`config.mk`:
```
export PLATFORM = sky130hd
export DESIGN_NAME = dec_pla
export DESIGN_NICKNAME = d
export VERILOG_FILES = /design/src/rtl/dpla_pkg.sv /design/src/rtl/pla_pair_dec.sv /design/src/rtl/pla_and_plane.sv /design/src/rtl/pla_or_plane.sv /design/src/rtl/pla_cfg_store.sv /design/src/rtl/dec_pla.sv
export SDC_FILE = /design/constraint.sdc
export NUM_CORES = 1
export LEC_CHECK = 0
export BUFFER_PORTS_ARGS = -buffer_cell sky130_fd_sc_hd__buf_2
export CAP_MARGIN = 20
export CORE_MARGIN = 5
export CORE_UTILIZATION = 35
export CTS_CLUSTER_SIZE = 14
export DETAILED_ROUTE_END_ITERATION = 10
export GPL_TIMING_DRIVEN = 0
export PLACE_DENSITY = 0.62
export SLEW_MARGIN = 20
export SYNTH_ARGS = -nofsm -noshare
export SYNTH_HDL_FRONTEND = slang
export SYNTH_SLANG_ARGS = --single-unit
```
`constraint.sdc`:
```
create_clock -name clk -period 1.4 [get_ports clk]
set_input_delay 0.07 -clock clk [delete_from_list [all_inputs] [get_ports clk]]
set_output_delay 0.07 -clock clk [all_outputs]
set_load 0.01 [all_outputs]
```
`src/rtl/dpla_pkg.sv`:
```
// Shared constants and helpers for the decoded-input logic array.
// Assumes nothing beyond elaboration-time integer arithmetic.
package dpla_pkg;
    localparam int LINES_PER_PAIR = 4;

    // Larger of two elaboration-time integers.
    function automatic int max_int(input int a, input int b);
        return (a > b) ? a : b;
    endfunction
endpackage

```
`src/rtl/pla_pair_dec.sv`:
```
// Decodes each bit pair into four OR lines, each false for one pair value.
// Assumes: pair p uses in_bits[2p+1] as the high bit and in_bits[2p] as the low bit.
module pla_pair_dec #(
    parameter int N_PAIR = 3,
    localparam int LW = dpla_pkg::LINES_PER_PAIR * N_PAIR
) (
    input  logic [2*N_PAIR-1:0] in_bits,
    output logic [LW-1:0]       lines
);
    for (genvar p = 0; p < N_PAIR; p++) begin : g_pair
        logic hi_b, lo_b;
        assign hi_b = in_bits[2*p+1];
        assign lo_b = in_bits[2*p];
        // Four sum lines: false at values 3, 2, 1, 0 respectively.
        always_comb begin
            lines[4*p+0] = ~hi_b | ~lo_b;
            lines[4*p+1] = ~hi_b |  lo_b;
            lines[4*p+2] =  hi_b | ~lo_b;
            lines[4*p+3] =  hi_b |  lo_b;
        end
    end
endmodule

```
`src/rtl/pla_and_plane.sv`:
```
// Product plane: each column ANDs the decoder lines its mask selects.
// Assumes: an unselected line counts as 1, so an empty mask gives 1.
module pla_and_plane #(
    parameter int LW    = 12,
    parameter int N_COL = 8
) (
    input  logic [LW-1:0]       lines,
    input  logic [N_COL*LW-1:0] col_mask,
    output logic [N_COL-1:0]    terms
);
    for (genvar c = 0; c < N_COL; c++) begin : g_col
        logic [LW-1:0] sel;
        assign sel = col_mask[c*LW +: LW];
        // Column is true when every selected line is true.
        always_comb terms[c] = &(lines | ~sel);
    end
endmodule

```
`src/rtl/pla_or_plane.sv`:
```
// Sum plane: each output ORs the product columns its mask selects.
// Assumes: an unselected column counts as 0, so an empty mask gives 0.
module pla_or_plane #(
    parameter int N_COL = 8,
    parameter int N_OUT = 4
) (
    input  logic [N_COL-1:0]       terms,
    input  logic [N_OUT*N_COL-1:0] sum_mask,
    output logic [N_OUT-1:0]       sums
);
    for (genvar o = 0; o < N_OUT; o++) begin : g_out
        // Output is true when any selected column is true.
        always_comb sums[o] = |(terms & sum_mask[o*N_COL +: N_COL]);
    end
endmodule

```
`src/rtl/pla_cfg_store.sv`:
```
// Mask storage for both planes, loaded one mask per write.
// Assumes: addresses 0..N_COL-1 hold column masks, the next N_OUT hold sum
// masks, and any higher address is ignored. Synchronous active-low reset.
module pla_cfg_store #(
    parameter int LW    = 12,
    parameter int N_COL = 8,
    parameter int N_OUT = 4,
    parameter int AW    = 4,
    parameter int DW    = 12
) (
    input  logic                   clk,
    input  logic                   rst_n,
    input  logic                   cfg_we,
    input  logic [AW-1:0]          cfg_addr,
    input  logic [DW-1:0]          cfg_wdata,
    output logic [N_COL*LW-1:0]    col_mask,
    output logic [N_OUT*N_COL-1:0] sum_mask
);
    // Clear on reset, otherwise store the addressed mask.
    always_ff @(posedge clk) begin
        if (!rst_n) begin
            col_mask <= '0;
            sum_mask <= '0;
        end else if (cfg_we) begin
            for (int c = 0; c < N_COL; c++) begin
                if (cfg_addr == AW'(c)) col_mask[c*LW +: LW] <= cfg_wdata[LW-1:0];
            end
            for (int o = 0; o < N_OUT; o++) begin
                if (cfg_addr == AW'(N_COL + o)) sum_mask[o*N_COL +: N_COL] <= cfg_wdata[N_COL-1:0];
            end
        end
    end
endmodule

```
`src/rtl/dec_pla.sv`:
```
// Top of the decoded-input logic array: pair decoders, product plane,
// sum plane and mask storage. Assumes N_IN is even. REG_OUT=0 gives
// combinational outputs; REG_OUT=1 registers them (cleared by reset).
module dec_pla #(
    parameter int N_IN    = 6,
    parameter int N_COL   = 8,
    parameter int N_OUT   = 4,
    parameter bit REG_OUT = 1'b0,
    localparam int N_PAIR = N_IN / 2,
    localparam int LW     = dpla_pkg::LINES_PER_PAIR * N_PAIR,
    localparam int AW     = $clog2(N_COL + N_OUT + 1),
    localparam int DW     = dpla_pkg::max_int(LW, N_COL)
) (
    input  logic             clk,
    input  logic             rst_n,
    input  logic [N_IN-1:0]  pla_in,
    output logic [N_OUT-1:0] pla_out,
    input  logic             cfg_we,
    input  logic [AW-1:0]    cfg_addr,
    input  logic [DW-1:0]    cfg_wdata
);
    logic [LW-1:0]          dec_lines;
    logic [N_COL*LW-1:0]    col_mask;
    logic [N_OUT*N_COL-1:0] sum_mask;
    logic [N_COL-1:0]       col_terms;
    logic [N_OUT-1:0]       or_sums;

    pla_cfg_store #(.LW(LW), .N_COL(N_COL), .N_OUT(N_OUT), .AW(AW), .DW(DW)) u_store (
        .clk(clk), .rst_n(rst_n), .cfg_we(cfg_we), .cfg_addr(cfg_addr),
        .cfg_wdata(cfg_wdata), .col_mask(col_mask), .sum_mask(sum_mask)
    );

    pla_pair_dec #(.N_PAIR(N_PAIR)) u_dec (
        .in_bits(pla_in[2*N_PAIR-1:0]), .lines(dec_lines)
    );

    pla_and_plane #(.LW(LW), .N_COL(N_COL)) u_and (
        .lines(dec_lines), .col_mask(col_mask), .terms(col_terms)
    );

    pla_or_plane #(.N_COL(N_COL), .N_OUT(N_OUT)) u_or (
        .terms(col_terms), .sum_mask(sum_mask), .sums(or_sums)
    );

    if (REG_OUT) begin : g_reg_out
        logic [N_OUT-1:0] out_q;
        // Output register, cleared by reset.
        always_ff @(posedge clk) begin
            if (!rst_n) out_q <= '0;
            else        out_q <= or_sums;
        end
        assign pla_out = out_q;
    end else begin : g_comb_out
        assign pla_out = or_sums;
    end
endmodule

```
# Word-level counts from Yosys, hierarchy flattened
# Index checks and enable logic that the tools add are counted.
# W data, S select, Z words.
op_classes:
  bitwise_logic: 38
  n_eq_ne: 11
  reduce_logical: 25
op_table:
  columns: ["operator", "n"]
  rows:
  - ["$not A12 Y12", 8]
  - ["$or A12 B12 Y12", 8]
  - ["$reduce_and A12 Y1", 8]
  - ["$and A8 B8 Y8", 4]
  - ["$reduce_or A8 Y1", 4]
  - ["$reduce_and A2 Y1", 12]
  - ["$eq A4 B3 Y1 const B", 4]
  - ["$eq A4 B4 Y1 const B", 4]
  - ["$or A1 B1 Y1", 12]
  - ["$eq A4 B2 Y1 const B", 2]
  - ["$not A1 Y1", 6]
  - ["$eq A4 B1 Y1 const B", 1]
  - ["$logic_not A4 Y1", 1]
totals:
  input_bits: 25
  wordCells: 86
  reg_bits: 128

# Longest topological paths before layout
# Gate-level depths: netlist of the first run.
depth:
  depth_word: 6
  ltp_mapped: 7

# Cells and area by module
# Synthesis of the first run repeated with hierarchy kept, for this count alone.
unflattened:
  cells_unflattened: 610
  area_unflattened_um2: 5691.7
modules_own_cells:
  columns: ["mod", "cells_per_inst", "n_inst", "area_each_um2"]
  rows:
  - ["pla_cfg_store", 449, 1, 4630.7]
  - ["pla_and_plane", 129, 1, 848.3]
  - ["pla_or_plane", 20, 1, 145.1]
  - ["pla_pair_dec", 12, 1, 67.6]

# Worst setup path before layout of the first run
# No wires, ideal clock.
synth_path:
  path_type: "reg2out"
  startpoint: "reg u_store.col_mask[28]"
  endpoint: "out pla_out[0]"
  t_required_ns: 1.330
  setup_slack_ns: -0.072
  n_path_buf: 0
  stages_incl_launch_ff: 6
  t_arrival_ns: 1.402
  cell_sequence: "dfxtp_1 > mux4_2 > a221o_1 > nor3_1 > a2111oi_1 > nand3_1"
synth_via:
  elab_chain_len: 5
synth_rtl:
  columns: ["element", "line_no", "rtl"]
  rows:
  - ["from (decl)", "pla_cfg_store.sv:16", "output logic [N_COL*LW-1:0] col_mask,"]
  - ["from (signal, indexed assignment)", "pla_cfg_store.sv:26", "if (cfg_addr == AW'(c)) col_mask[c*LW +: LW] <= cfg_wdata[LW-1:0];"]
  - ["$not A12 Y12", "pla_and_plane.sv:15", "always_comb terms[c] = &(lines | ~sel);"]
  - ["$or A12 B12 Y12", "pla_and_plane.sv:15", null]
  - ["$reduce_and A12 Y1", "pla_and_plane.sv:15", null]
  - ["$and A8 B8 Y8", "pla_or_plane.sv:13", "always_comb sums[o] = |(terms & sum_mask[o*N_COL +: N_COL]);"]
  - ["$reduce_or A8 Y1", "pla_or_plane.sv:13", null]
  - ["to (decl)", "dec_pla.sv:17", "output logic [N_OUT-1:0] pla_out,"]
# No other way between the ends.

# Worst setup path in the final report of the first run
layout_path:
  startpoint: "reg u_store.col_mask[28]"
  endpoint: "out pla_out[3]"
# Same word-level chain as after synthesis.

==> results of run 1 <==
## flip-flops by register name (all words and copies together) (netlist names)
signal,flops
u_store.sum_mask,32
u_store.col_mask,96
## Yosys cell counts, types with 2 or more instances
cell       number  area, um2
dfxtp_1       128       2560
mux2i_1       119       1190
nor2b_1       104        651
nand2_1        54        203
clkbuf_1       28        105
nand3b_1       28        210
a21boi_1       24        180
nand3_1        24        120
buf_2          15       75.1
nor3_1         12       60.1
a22oi_1         8       60.1
nand4_1         8       50.1
nor2_1          7       26.3
buf_4           6       45.0
inv_1           6       22.5
o22ai_1         6       37.5
nor4_1          5       31.3
o21ai_0         4       20.0
a2111oi_1       3       30.0
a32o_1          3       30.0
buf_6           3       33.8
mux4_2          3       67.6
or3b_1          3       26.3
or3b_2          3       26.3
nand2b_1        2       12.5
nor2_2          2       12.5
nor4_2          2       25.0
or3_1           2       12.5
## routing by layer
metal  global-route usage, %  part of all wire [%]
met1                    22.9                    46
met4                    6.94                   2.1
met3                    4.95                   6.0
met2                    27.8                    46
met5                       0                 0.064
## kinds of logic (layout without fill, tap and decap cells)
group                  count (synthesis)  in the layout  synth area share [%]
and+or+nand+nor                      260            260                  25.2
DFF                                  128            128                  42.7
buffers and inverters                 58            115                  4.69
AOI/OAI and AO/OA                     52             52                  6.52
muxes                                122            122                  21.0
## power breakdown
group	leakage (nW)	switching [mW]	internal, mW
clock network	0.291	1.62	2.87
logic	1.37	0.398	0.249
registers	1.03	0.0246	3.69
## layout by cell type, fill, tap and decap left out, types with 5 or more instances in the layout
master,n
a21boi_1,24
a22oi_1,8
buf_2,33
buf_4,6
clkbuf_1,25
clkbuf_16,17
clkinv_2,5
dfxtp_1,127
dlygate4sd3_1,8
inv_1,6
mux2i_1,119
nand2_1,54
nand3_1,24
nand3b_1,28
nand4_1,8
nor2_1,7
nor2b_1,104
nor3_2,9
o22ai_1,6
## metrics by stage
step	hold slack [ns]	TNS, ns	util (%)
CTS	0.0639	-3.25	41.7
global placement	0.358	-5.52	37.4
finish	0.0523	-3.18	41.9
floorplan	0.239	-0.162	-
global route	0.0687	-3.42	41.9
detailed placement	0.368	-6.17	37.4
## cell type report
type	count	area (um2)
fillers	1705	9910
multi-input cells	434	3250
flip-flops and latches	128	2560
clock buffers	20	457
well taps	225	282
plain buffers	52	264
repair buffers	26	170
clock inverters	11	139
inverters	6	22.5
## timing repair
action	CTS	global route
endpoints found under the setup margin	4	25
gates resized for setup	10	17
hold endpoints to repair	16	0
gates cloned	0	0
pin swaps	2	2
hold buffers	8	0
## worst paths after layout
| check | from | end | slack (ns) | cells past startpoint |
|---|---|---|---|---|
| min | rst_n | u_store.col_mask[23] | 0.05 | 2 |
| max reg2reg | u_store.sum_mask[10] | u_store.sum_mask[10] | 0.75 | 2 |
| max | u_store.col_mask[28] | pla_out[3] | -0.81 | 6 |
| min reg2reg | u_store.col_mask[47] | u_store.col_mask[47] | 0.45 | 2 |
## worst register-to-register path, delay by kind of cell (launching register included)
kind / cells / cell delay (ns)
AND/OR/NAND/NOR: 1 / 0.06
flip-flops: 1 / 0.32
multiplexers: 1 / 0.15
==> summary.txt, run 1 <==
Timing
  – Final Hold Vio Count: 0
  – Clk_skew: 0 ns
  – Period utilization: 158%
  – Max-slew violations: 0
  – Final setup margin: -0.811 ns
  – Fmax: 452 MHz
  – Final setup violation count: 4
  – Unrepaired setup endpoints after global routing: true
  – Slew margin rel.: 48.0%
  – Worst-margin pin slew: 0.779 ns
  – Final critical path time including I/O delays and setup: 2.21 ns

Synth
  – Syn nets: 645
  – Yosys reg bits: 128
  – Number of synthesized flops with an enable pin: 0
  – Syn_area_per_cell: 9.69 um2
  – Sequential share of the synthesized area: 42.7%
  – Mapped cell area: 6010 um2
  – Synth cell types: 36
  – Primary FF master, synth: dfxtp_1
  – Asr flop ratio synth: 0%
  – Warnings, synthesis: 0
  – Cells after Synth: 620

Drt
  – Via count: 4,708
  – Detail Route Antenna Nets: 0
  – Via density: 5.22
  – Routed WL: 17.2 mm
  – 1st-iter DRT viols: 391
  – DRC viols: 0
  – DRT Pass-1 Iters: 5
  – DR WL/cell: 19.1 um

Global routing
  – Total congestion overflow: 0
  – Vias in the first global route: 4,790
  – Initial antenna violation count: 1
  – Total GRT Usage: 17.6%
  – Largest net degree at the start of global routing: 17
  – First-pass GRT wire length: 26.6 mm

Run
  – Max-cap violations: 0

Die
  – Initial core utilization: 35.2%
  – DIE WIDTH: 141 um
  – Area of the die: 19,900 um2
  – Row cnt: 48
  – Io pins: 29
  – Core area: 17,100 um2
  – Die height: 141 um

Layout
  – ANT cells: 0
  – Area Overhead vs Synth: 19.0%
  – Final #Nets: 690
  – Share of cells above drive strength 1: 15.1%
  – Final instance area: 7150 um2
  – Cell Count, Final, Fillers Out: 902

Clock network
  – CTS root buf: clkbuf_16
  – Register clock-pin slew on the reported worst setup and hold paths: 0.06 ns
  – Num Clock Sinks: 128
  – Clock buffer count from CTS: 17
  – H-tree depth reported by CTS: 4
  – Worst skew pair latency: 0.42 ns
  – CTS tree: done
  – Post-CTS setup buffers: 0
  – Max clock buf depth: 2

Power
  – Peak supply drop: 858 uV
  – Leak pwr: 2.69 nW
  – PwrDens: 1240 nW/um2
  – Power Total: 8.85 mW

Worst setup path
  – Worst setup EP type: output port
  – CP arrival: 2.14 ns
  – Crit Path Category: flip-flop to output port
  – Critical path required time: 1.33 ns
  – Critical-path cell list: mux4_2 > a221o_2 > nor3_2 > a2111oi_2 > nand3_1 > buf_2
  – CP bufs+invs: 1
  – Cell family with most CP delay: multiplexers
  – Worst-path maximum fanout: 4
  – Crit-path max cell delay: 0.50 ns
  – CP Launch Type: flip-flop
  – CP max-delay cell: mux4_2

Worst hold path
  – Min-delay worst type: input port to flip-flop

Placed design
  – Dpl hpwl: 11.6 mm
  – Post-Place Cell Area: 6380 um2
  – Routability cong.: 0.844
  – Placed cells: 863
  – Setup Slack @ Placement: -0.863 ns
  – Port Buf Inserts: 18

Run status
  – Failing checks: setup timing
  – Outcome: complete, but fails checks
Note: power is estimated with default switching activity, not from simulation.
==> inputs of run 2 (changes only) <==
MAX_ROUTING_LAYER = met4   (was default)
==> run 2 against run 1 <==
- the run still ends with setup timing left
- utilization about the same
- sequential share of layout area about the same
- clock skew unchanged
- clock power about the same
- setup slack worse by 0.0027 ns
- combinational power about the same
- register-to-register slack about the same
- critical path type unchanged
- critical endpoint unchanged
- largest power group unchanged
- highest routed layer is now met4
==> summary.txt, run 2 (synthesis gave the netlist of run 1 again) <==
Run status
  – Outcome: complete, but fails checks (unchanged)
  – Failing checks: setup timing (unchanged)

Worst setup path
  – Worst setup EP type: output port (unchanged)
  – Worst-path maximum fanout: 4 (unchanged)
  – Critical path required time: 1.33 ns (about the same)
  – Crit Path Category: flip-flop to output port (unchanged)
  – Crit path from: u_store.col_mask[28] (unchanged)
  – CP arrival: 2.14 ns (about the same)
  – Reg2reg start: u_store.sum_mask[10] (unchanged)
  – CP Launch Type: flip-flop (unchanged)

Timing
  – Final setup margin: -0.814 ns (was -0.811 ns)
  – Final critical path time including I/O delays and setup: 2.21 ns (about the same)
  – Slew margin rel.: 48.2% (was 48.0%)
  – Clk_skew: 0 ns (unchanged)
  – Final Hold Vio Count: 0 (unchanged)
  – Final setup violation count: 4 (unchanged)
  – Max-slew violations: 0 (unchanged)
  – Fmax: 452 MHz (about the same)
  – Unrepaired setup endpoints after global routing: true (unchanged)
  – Period utilization: 158% (about the same)
  – Worst-margin pin slew: 0.778 ns (was 0.779 ns)

Layout
  – Largest reg by FF count: u_store.col_mask (unchanged)
  – Fillers: 1,704 (was 1,705)
  – Seq. cell area: 2560 um2 (unchanged)
  – Largest registers: u_store.col_mask x96, u_store.sum_mask x32 (unchanged)
  – Commonest non-fill, non-tap cell in the layout: dfxtp_1 (unchanged)
  – Largest register FFs: 96 (unchanged)
  – Share of cells above drive strength 1: 15.1% (unchanged)
  – Final #Nets: 690 (unchanged)
  – Area Overhead vs Synth: 19.0% (about the same)
  – Area of the multi-input gates: 3250 um2 (unchanged)
  – Core Util, Final: 41.9% (about the same)
  – Most frequent cells in the layout: dfxtp_1, mux2i_1, nor2b_1 (unchanged)

Clock network
  – Clock buffer count from CTS: 17 (unchanged)
  – CTS root buf: clkbuf_16 (unchanged)
  – Worst skew pair latency: 0.42 ns (about the same)
  – Max clock buf depth: 2 (unchanged)
  – CTS tree: done (unchanged)
  – Num Clock Sinks: 128 (unchanged)
  – Post-CTS setup buffers: 0 (unchanged)
  – Register clock-pin slew on the reported worst setup and hold paths: 0.06 ns (about the same)
  – H-tree depth reported by CTS: 4 (unchanged)

Placed design
  – Setup Slack @ Placement: -0.863 ns (unchanged)
  – Routability cong.: 0.858 (was 0.844)
  – Dpl hpwl: 11.6 mm (unchanged)
  – Port Buf Inserts: 18 (unchanged)

Die
  – Initial core utilization: 35.2% (unchanged)
  – Io pins: 29 (unchanged)
  – Die height: 141 um (unchanged)
  – Core area: 17,100 um2 (unchanged)
  – Row cnt: 48 (unchanged)
  – Area of the die: 19,900 um2 (unchanged)
  – DIE WIDTH: 141 um (unchanged)

Drt
  – Routed length on met2: 7.99 mm (was 7.94 mm)
  – Via density: 5.20 (was 5.22)
  – M1 wire length: 7.66 mm (was 7.84 mm)
  – 1st-iter DRT viols: 359 (was 391)
  – DRC viols: 0 (unchanged)
  – Detail Route Antenna Nets: 0 (unchanged)
  – Routed WL: 17.1 mm (was 17.2 mm)
  – DR WL/cell: 19.0 um (was 19.1 um)
  – Top Layer Used: met4 (was met5)
  – Via count: 4,697 (was 4,708)
  – Met3 WL post-DR: 1.12 mm (was 1.04 mm)
  – DRT Pass-1 Iters: 5 (unchanged)

Global routing
  – Largest net degree at the start of global routing: 17 (unchanged)
  – Total congestion overflow: 0 (unchanged)
  – Total GRT Usage: 18.1% (was 17.6%)
  – Vias in the first global route: 4,785 (was 4,790)
  – First-pass GRT wire length: 26.6 mm (about the same)
  – Initial antenna violation count: 1 (unchanged)

Power
  – Power Total: 8.84 mW (was 8.85 mW)
  – PwrDens: 1240 nW/um2 (about the same)
  – Peak supply drop: 853 uV (was 858 uV)
  – Leak pwr: 2.69 nW (about the same)

Run
  – Max-cap violations: 0 (unchanged)

Worst hold path
  – Min-delay worst type: input port to flip-flop (unchanged)
  – Hold path startpoint: rst_n (unchanged)
run 2: cell count changes in the layout (fill, tap and decap cells not counted):
| cell | change |
|---|---|
| diode_2 | +1 |
run 2: worst paths after layout:
kind         cells after the start                    to  slack (ns)
max                              6            pla_out[3]       -0.81
min                              2  u_store.col_mask[23]        0.06
max reg2reg                      2  u_store.sum_mask[10]        0.75
min reg2reg                      2  u_store.col_mask[23]        0.45
run 2: where the power goes:
| group | switching (mW) | total [mW] | internal, mW | leakage [nW] |
|---|---|---|---|---|
| Sequential | 0.0246 | 3.72 | 3.69 | 1.03 |
| Clock | 1.61 | 4.48 | 2.87 | 0.291 |
| Combinational | 0.399 | 0.648 | 0.249 | 1.37 |
| Total | 2.04 | 8.84 | 6.81 | 2.69 |
run 2: area by class of cell:
| class | instances | area share [%] |
|---|---|---|
| antenna | 1 | 0.0350 |
| tap | 225 | 3.94 |
| clock inverter | 11 | 1.94 |
| multi-input combinational | 434 | 45.4 |
| clock buffer | 20 | 6.39 |
| timing repair buffer | 26 | 2.38 |
| inverter | 6 | 0.315 |
| buffer | 52 | 3.69 |
| sequential | 128 | 35.9 |
run 2: metrics by stage:
stage | hold slack [ns] | instance area, um2 | instances | setup TNS (ns)
floorplan | 0.239 | 6010 | 620 | -0.162
global placement | 0.358 | 6380 | 863 | -5.52
detailed placement | 0.368 | 6380 | 863 | -6.17
CTS | 0.0639 | 7120 | 902 | -3.25
global route | 0.0687 | 7150 | 903 | -3.42
finish | 0.0590 | 7150 | 903 | -3.16
run 2: what timing repair did:
action	in CTS	in global routing
hold endpoints to repair	16	0
setup endpoints to repair	4	25
pin swaps	2	2
gates cloned	0	0
gates resized for setup	10	17
hold buffers	8	0
run 2: per-layer routing:
metal  up-vias  global-route usage, %
li1       2245                      -
met1      2280                   23.0
met2       137                   27.8
met3        35                   4.82
met4         0                   6.94
met5         -                      -
run 2: worst max-delay path, cell delays in order (launching register included):
cell and delay (ns):
dfxtp_2 0.32, mux4_2 0.49, a221o_2 0.39, nor3_2 0.15, a2111oi_2 0.09, nand3_1 0.14
buf_2 0.15
==> inputs of run 3 (changes only) <==
CORE_UTILIZATION = 50   (was 35)
CTS_CLUSTER_SIZE = default   (was 14)
PLACE_DENSITY = 0.8   (was 0.62)
==> run 3 against run 2 <==
- the run still ends with setup timing left
- via count grew 2.5%
- register-to-register slack got worse by 0.05 ns
- sequential cell count is the same
- clock-buffer cell count grew 1
- sequential power barely moved
- final cell count shrank 8.6%
- clock skew unchanged
- critical path type unchanged
- largest power group unchanged
- highest routed layer unchanged
==> summary.txt, run 3 (synthesis gave the netlist of run 1 again) <==
Global routing
  – Initial antenna violation count: 1 (unchanged)
  – Vias in the first global route: 4,925 (was 4,785)
  – Met3 usage: 5.75% (was 4.82%)
  – Met2 usage: 38.0% (was 27.8%)
  – Total congestion overflow: 0 (unchanged)
  – Largest net degree at the start of global routing: 17 (unchanged)
  – First-pass GRT wire length: 26.1 mm (was 26.6 mm)
  – Total GRT Usage: 24.4% (was 18.1%)
  – GRT met1 Usage: 29.4% (was 23.0%)
  – Grt peak-use layer: met2 (unchanged)

Timing
  – Final Hold Vio Count: 0 (unchanged)
  – Fmax: 445 MHz (was 452 MHz)
  – Worst hold margin: 0.0775 ns (was 0.0590 ns)
  – Period utilization: 160% (was 158%)
  – Final setup violation count: 4 (unchanged)
  – Final critical path time including I/O delays and setup: 2.25 ns (was 2.21 ns)
  – Worst-margin pin slew: 0.829 ns (was 0.778 ns)
  – Max-slew violations: 0 (unchanged)
  – Unrepaired setup endpoints after global routing: true (unchanged)
  – Clk_skew: 0 ns (unchanged)
  – Slew margin rel.: 44.8% (was 48.2%)
  – Final setup margin: -0.845 ns (was -0.814 ns)

Layout
  – Commonest non-fill, non-tap cell in the layout: dfxtp_1 (unchanged)
  – Most frequent cells in the layout: dfxtp_1, mux2i_1, nor2b_1 (unchanged)
  – Seq. cell area: 2560 um2 (unchanged)
  – Share of cells above drive strength 1: 15.1% (unchanged)
  – Final #Nets: 689 (was 690)
  – Largest registers: u_store.col_mask x96, u_store.sum_mask x32 (unchanged)
  – Fillers: 1,003 (was 1,704)
  – Largest reg by FF count: u_store.col_mask (unchanged)
  – Area of the multi-input gates: 3250 um2 (about the same)
  – Largest register FFs: 96 (unchanged)
  – Cell Count, Final, Fillers Out: 825 (was 903)
  – Final instance area: 7070 um2 (was 7150 um2)
  – Core Util, Final: 59.3% (was 41.9%)
  – Area Overhead vs Synth: 17.7% (was 19.0%)

Die
  – DIE WIDTH: 120 um (was 141 um)
  – Core area: 11,900 um2 (was 17,100 um2)
  – Initial core utilization: 50.4% (was 35.2%)
  – Die height: 120 um (was 141 um)
  – Io pins: 29 (unchanged)
  – Area of the die: 14,300 um2 (was 19,900 um2)
  – Row cnt: 40 (was 48)

Worst setup path
  – Worst setup EP type: output port (unchanged)
  – Crit Path Category: flip-flop to output port (unchanged)
  – CP Launch Type: flip-flop (unchanged)
  – CP arrival: 2.18 ns (was 2.14 ns)
  – Critical path required time: 1.33 ns (about the same)
  – Worst-path maximum fanout: 4 (unchanged)

Drt
  – Routed WL: 16.8 mm (was 17.1 mm)
  – Detail Route Antenna Nets: 0 (unchanged)
  – DRT Pass-1 Iters: 7 (was 5)
  – DRC viols: 0 (unchanged)
  – 1st-iter DRT viols: 491 (was 359)
  – DR WL/cell: 20.4 um (was 19.0 um)
  – Via density: 5.84 (was 5.20)
  – Via count: 4,816 (was 4,697)

Placed design
  – Post-Place Cell Area: 6290 um2 (was 6380 um2)
  – Port Buf Inserts: 18 (unchanged)
  – Dpl hpwl: 11.0 mm (was 11.6 mm)
  – Routability cong.: 0.918 (was 0.858)
  – Placed cells: 785 (was 863)
  – Setup Slack @ Placement: -0.685 ns (was -0.863 ns)

Clock network
  – Register clock-pin slew on the reported worst setup and hold paths: 0.05 ns (was 0.06 ns)
  – Num Clock Sinks: 128 (unchanged)
  – Clock buffer count from CTS: 17 (unchanged)
  – Max clock buf depth: 2 (unchanged)
  – CTS root buf: clkbuf_16 (unchanged)
  – Post-CTS setup buffers: 0 (unchanged)
  – CTS tree: done (unchanged)
  – Worst skew pair latency: 0.43 ns (was 0.42 ns)
  – H-tree depth reported by CTS: 4 (unchanged)

Power
  – Leak pwr: 2.69 nW (about the same)
  – PwrDens: 1270 nW/um2 (was 1240 nW/um2)
  – Peak supply drop: 746 uV (was 853 uV)

Run status
  – Outcome: complete, but fails checks (unchanged)
  – Failing checks: setup timing (unchanged)

Worst hold path
  – Min-delay worst type: input port to flip-flop (unchanged)

Run
  – Max-cap violations: 0 (unchanged)
## run 3: cell counts in the layout (fill, tap and decap cells not counted)
Identical to the previous run, type by type.
## run 3: final timing paths
path	from	to	slack, ns	cells past startpoint
max	u_store.col_mask[28]	pla_out[0]	-0.85	6
min	cfg_addr[3]	u_store.col_mask[23]	0.08	4
max reg2reg	u_store.col_mask[27]	u_store.col_mask[27]	0.70	2
min reg2reg	u_store.col_mask[14]	u_store.col_mask[14]	0.45	2
## run 3: where the power goes
part	switching, mW	internal, mW
clock network	1.63	2.96
logic	0.398	0.248
registers	0.0253	3.69
total	2.05	6.90
## run 3: area by class of cell
type | instances | share of cell area, %
clock buffer | 21 | 6.80
multi-input combinational | 434 | 46.0
inverter | 6 | 0.319
sequential | 128 | 36.3
buffer | 51 | 3.63
tap | 147 | 2.60
antenna | 1 | 0.0354
timing repair buffer | 26 | 2.41
clock inverter | 11 | 1.91
## run 3: layer usage
layer / wire [um] / part of all wire [%]
met5: 0 / 0
met4: 769 / 4.6
met3: 1150 / 6.8
met2: 7780 / 46
met1: 7110 / 42
## run 3: worst max-delay path, cell delays in order (launching register included)
cell and delay (ns):
dfxtp_2 0.32, mux4_2 0.51, a221o_2 0.40, nor3_2 0.15
a2111oi_2 0.09, nand3_1 0.14, buf_2 0.14
## run 3: through the flow
stage / power (mW) / TNS, ns
final: 8.95 / -3.26
after floorplan: 4.17 / -0.162
after global placement: 4.38 / -5.46
after detailed placement: 4.39 / -5.33
after global routing: 9.18 / -3.53
after CTS: 8.94 / -3.17
## run 3: repair_timing
action,4_1_cts,5_1_grt
setup endpoints to repair,4,14
hold endpoints to repair,16,0
hold buffers,8,0
pin swaps,5,4
gates resized for setup,13,7
